==> src/rtl/ctr_timer_irq.sv <==
module ctr_timer_irq #(
  parameter int PRESCALE = 2,
  parameter int DW = 8,
  parameter int AW = 4,
  parameter logic [AW-1:0] ADDR_HI = 4'h6,
  parameter logic [AW-1:0] ADDR_LO = 4'h7,
  parameter logic [AW-1:0] ADDR_START = 4'hE
) (
  input  logic          clk,
  input  logic          rst_n,
  input  logic          wr_stb,
  input  logic          rd_stb,
  input  logic [AW-1:0] addr,
  input  logic [DW-1:0] wdata,
  input  logic          timer_mode,
  input  logic          irq_mask,
  input  logic          clr_stb,
  output logic          irq
);
  localparam int CW = 2 * DW;
  localparam int PW = (PRESCALE > 1) ? $clog2(PRESCALE) : 1;

  logic [DW-1:0] pl_hi, pl_lo;
  logic [PW-1:0] pre;
  logic [CW-1:0] cnt;
  logic          run, pend;

  wire [CW-1:0] preload = {pl_hi, pl_lo};
  wire          start   = rd_stb && (addr == ADDR_START);
  wire          tick    = run && (pre == PW'(PRESCALE - 1));
  wire          term    = tick && (cnt == CW'(1));

  assign irq = pend & irq_mask;

  always_ff @(posedge clk or negedge rst_n) begin
    if (!rst_n) begin
      pl_hi <= '0;
      pl_lo <= '0;
    end else if (wr_stb) begin
      if (addr == ADDR_HI) pl_hi <= wdata;
      if (addr == ADDR_LO) pl_lo <= wdata;
    end
  end

  always_ff @(posedge clk or negedge rst_n) begin
    if (!rst_n) begin
      run <= 1'b0;
      pre <= '0;
      cnt <= '0;
    end else if (start) begin
      run <= 1'b1;
      pre <= '0;
      cnt <= preload;
    end else if (run) begin
      pre <= tick ? '0 : pre + PW'(1);
      if (tick) cnt <= (term && timer_mode) ? preload : cnt - CW'(1);
    end
  end

  always_ff @(posedge clk or negedge rst_n) begin
    if (!rst_n)       pend <= 1'b0;
    else if (term)    pend <= 1'b1;
    else if (clr_stb) pend <= 1'b0;
  end
endmodule

==> config.mk <==
export PLATFORM = sky130hd
export DESIGN_NAME = ctr_timer_irq
export DESIGN_NICKNAME = d
export VERILOG_FILES = /design/src/rtl/ctr_timer_irq.sv
export SDC_FILE = /design/constraint.sdc
export NUM_CORES = 1
export LEC_CHECK = 0
export ABC_AREA = 1
export BUFFER_PORTS_ARGS = -buffer_cell sky130_fd_sc_hd__buf_2
export CORE_MARGIN = 1.5
export CORE_UTILIZATION = 53
export DETAILED_ROUTE_END_ITERATION = 8
export PLACE_DENSITY = 0.75
export SLEW_MARGIN = 20
export SYNTH_ARGS = -nofsm -noshare
export SYNTH_HDL_FRONTEND = slang
export SYNTH_SLANG_ARGS = --single-unit
export TNS_END_PERCENT = 20
==> constraint.sdc <==
create_clock -name clk -period 1.69 [get_ports clk]
set_clock_uncertainty 0.1 [all_clocks]
set_input_delay 0 -clock clk [delete_from_list [all_inputs] [get_ports clk]]
set_output_delay 0 -clock clk [all_outputs]
set_load 0.05 [all_outputs]
=== After elaboration in Yosys (flattened, before gate mapping) ===
Cells that the tools add are included.
W data, S select, Z words.

* Bits of input ports: 19
* Logic and storage cells: 32
* Flip-flop bits (word level): 35
* Output and inout bits: 1

* $add $sub $neg: 2
* Reductions and logical operators: 10
* Equality and inequality tests: 4
* Bitwise operators: 1
* Mux-type cells: 9

{| class="wikitable"
|+ Operators with widths
! operator !! count
|-
| $mux W16 || 4
|-
| $eq A16 B1 Y1 const B || 1
|-
| $sub A16 B1 Y16 const B || 1
|-
| $eq A4 B3 Y1 const B || 2
|-
| $reduce_and A2 Y1 || 3
|-
| $reduce_bool A2 Y1 || 3
|-
| $mux W1 || 5
|-
| $eq A4 B4 Y1 const B || 1
|-
| $logic_and A1 B1 Y1 || 4
|-
| $add A1 B1 Y1 const B || 1
|-
| $and A1 B1 Y1 || 1
|}

=== Logic depth before layout (Yosys ltp) ===
* Depth in word-level cells: 7
* Gate-level depth with buffers: 11
* Depth with buffers taken out: 11

=== Worst setup path after synthesis ===
No wires, ideal clock.

* Kind: reg2reg
* Start: register cnt[1]
* End: register cnt[6]
* Path buffers: 1
* Path slack: 0.102 ns
* Arrival: 1.371 ns
* Required time: 1.473 ns
* Library setup time: 0.117 ns
* Stages on the path, launching flop included: 11
* Period minus slack after synthesis: 1.588 ns
* Cell sequence: dfrtp_1 > inv_1 > ha_1 > nand3_1 > nor2_4 > nand4_4 > nand2_4 > buf_12 > nand2_1 > nand3_1 > nand2_1

* Word-level cells in the longest chain between the ends: 7
* Elaborated cells on any way between the ends: 8
* Those cells by class: 1 x add/sub; 1 x eq/ne; 4 x mux; 2 x reduce/logical

{| class="wikitable"
|+ Ends and longest elaborated chain
! element !! line !! text
|-
| from (decl) || 25 || <nowiki>logic [CW-1:0] cnt;</nowiki>
|-
| from (signal assigned) || 53 || <nowiki>cnt <= preload;</nowiki>
|-
| from (signal assigned) || 56 || <nowiki>if (tick) cnt <= (term && timer_mode) ? preload : cnt - CW'(1);</nowiki>
|-
| parallel branches: the longest is 3 deep, another holds $sub A16 B1 Y16 || -- ||
|-
| $mux W16 (*) (2 in a row) || 56 ||
|-
| $mux W16 (*) || 54 || <nowiki>end else if (run) begin</nowiki>
|-
| $mux W16 (*) || 50 || <nowiki>end else if (start) begin</nowiki>
|}

Every way passes the cells marked *. The select of a mux whose other input is x is not followed.
A chain may end at the register's enable or synchronous reset.

=== Final worst setup path ===
* Start: register cnt[1]
* End: register cnt[10]

Same word-level chain as after synthesis.

==> metrics.cfg <==
[drt]
vias = 1926
routedWlPerCell_um = 12.34
drtIter0Drc = 136
drt-total-wl_um = 4676
ant_nets = 0
route.detailed.drc = 0
vias_per_cell = 5.082
drt-pass1-iter-count = 4

[critical_path]
cpPeakStageDelay_ns = 0.41
critPathMaxFanout = 18
crit_type = register to register
timing.critical_path.buf_inv = 2
path_cells = inv_2, ha_1, nand3_2, nor2_4, nand4_4, buf_8, nand3_1, nand2_1, nand2_1, nand2_1
crit_arrival_ns = 1.73
required_ns = 1.77
critPathSlowestCell = dfrtp_1
crit_family = simple AND/OR/NAND/NOR gates
cpMostUsedCell = nand2_1
end_kind = register
worst_setup_path_start_kind = register

[clocking]
ctsRootBufferMaster = clkbuf_8
cts_max_path_buffers = 2
path_clk_slew_ns = 0.07
cts_made_buffers = 5
htree_levels = 2
insertion_delay_ns = 0.29
tritoncts = built
cts_setup_buffers = 0
numClockSinks = 35

[synth]
ys_seq_area_share_pct = 41.64
syn_area_um2 = 2103
ys_top_cells_by_area = dfrtp_1 42%, nand2_1 18%, nand3_1 8.8%, inv_1 7.3%, o21ai_0 4.5%
synth_top_family_by_area = simple AND/OR/NAND/NOR gates
synth.area.mux_share_pct = 0
ys_seq_elements = 35
synth.distinct_cells = 23
synth-simple-area-share_pct = 38.96
synthCells = 291
ys_warn_count = 0
post_synth.cell_area_avg_um2 = 7.228
synth_fa_ha_area_share_pct = 1.190
synth_top_area_share_pct = 41.64
synth_xor_area_share_pct = 1.666
syn-num-nets = 312
synth_compound_area_share_pct = 4.521
synth_top_area_cell = dfrtp_1

[job]
cap_violations = 0

[sta]
setup_violations = 0
min_period_ns = 1.650
drv_slew = 0
fin_crit_sh_pct = 97.66
max_freq_ghz = 0.6059
maxSlewHeadroom_pct = 49.16
hold_viol_final = 0
rsz0062_at_grt = true
worst_pin_slew_ns = 0.7626

[power]
p_leak_nw = 1.291
total_power_mw = 3.588
power_density_nw_per_um2 = 1427
peakVddDrop_v = 0.0006635

[grt]
grt_max_degree = 36
grt_util_all_layers_pct = 24.24
grt_pass1_wl_um = 8073
grt_pass1_vias = 1843
gr-total-overflow = 0
antenna_found_initial = 0

[placement]
finalWeightedCongestion = 0.9037
dp.final_hpwl_um = 3222
portBuffers = 19

[finish]
layout_commonest_cell = nand2_1
layout-drive-gt1-share_pct = 19.03
layout_common_cells = 97 x nand2_1, 40 x inv_1, 36 x nand3_1
multi_input_area_um2 = 1047
syn2layout_area_growth_pct = 19.57
final_nets = 351
regArea_um2 = 875.8
n_antenna_cell = 0
fin_util_pct = 67.18
num-fill-cells = 324

[floorplan]
start_util_pct = 56.18
fp.dieH_um = 66.00
ios = 20
core_um2 = 3744
die_w_um = 66.00
rows = 22
die-area_um2 = 4355

[worst_hold_path]
hold_path_class = input pin to register

[outcome]
status = finished, final reports clean

==> worst paths after layout <==
check	start	slack, ns	end	cells after the start
max	cnt[1]$_DFFE_PN0P_	0.04	cnt[10]$_DFFE_PN0P_	10
min	addr[0]	0.11	pl_hi[1]$_DFFE_PN0P_	5
max reg2reg	cnt[1]$_DFFE_PN0P_	0.04	cnt[10]$_DFFE_PN0P_	10
min reg2reg	run$_DFFE_PN0P_	0.40	run$_DFFE_PN0P_	2
max in group asynchronous	rst_n	0.78	pl_hi[5]$_DFFE_PN0P_	2
min in group asynchronous	rst_n	0.21	cnt[12]$_DFFE_PN0P_	2
==> area by class of cell <==
cell class              instances  share of cell area, %
repair buffers                 41                  11.64
inverters                      41                  6.119
multi-input cells             206                  41.64
well taps                      48                  2.388
flip-flops and latches         35                  34.83
clock buffers                   6                  2.886
clock inverters                 2                 0.4975
==> registers in the layout (all words and copies together) (netlist names) <==
name and flops:
cnt 16, pl_lo 8, pre 1, pl_hi 8
run 1, pend 1
==> report_power, final <==
part	internal, mW	leakage (nW)	switching, mW
Combinational	0.661	0.825	0.985
Sequential	1.11	0.425	0.238
Clock	0.288	0.0412	0.304
==> timing repair <==
action / CTS / global route
resized for setup: 1 / 19
endpoints found under the hold margin: 52 / 0
hold buffers: 10 / 0
setup endpoints to repair: 1 / 14
==> worst reg2reg max path: cells and delay by family, from the launching register on <==
kind                       cells  cell delay, ns
and+or+nand+nor                7            0.60
adders and majority gates      1            0.17
DFF                            1            0.41
buffers and inverters          2            0.28
==> per-layer routing <==
metal | up-vias | share of wire, % | GRT usage (%)
li1 | 977 | - | -
met1 | 877 | 46 | 32.09
met2 | 63 | 48 | 41.16
met3 | 9 | 5.6 | 4.259
met4 | 0 | 1.3 | 6.122
met5 | - | 0 | 0
==> cell families after synthesis <==
family	after synthesis
AO/OA/AOI/OAI	19
flip-flops	35
XOR/XNOR	4
adder cells (fa/ha/maj)	2
buffers and inverters	50
AND/OR/NAND/NOR	181
==> synth_stat cells (all sizes together) <==
cell type	count
nand3	37
nor3	2
dfrtp	35
nand2	105
nand3b	5
xor2	1
xnor2	3
buf	3
ha	2
clkbuf	6
nor2	28
inv	41
o21ai	19
nand4	4
==> metrics by stage <==
stage	setup WS, ns	hold slack (ns)	instances	cell area (µm²)	TNS, ns
CTS	0.03138	0.09973	379	2440	0
finish	0.03960	0.1085	379	2515	0
global route	-0.08397	0.1408	379	2515	-0.3216
floorplan	0.1015	-0.3956	291	2103	0
global placement	0.02221	0.02166	361	2250	0
detailed placement	0.008279	0.03231	361	2250	0
No activity file was read; power rests on OpenSTA's default activity.
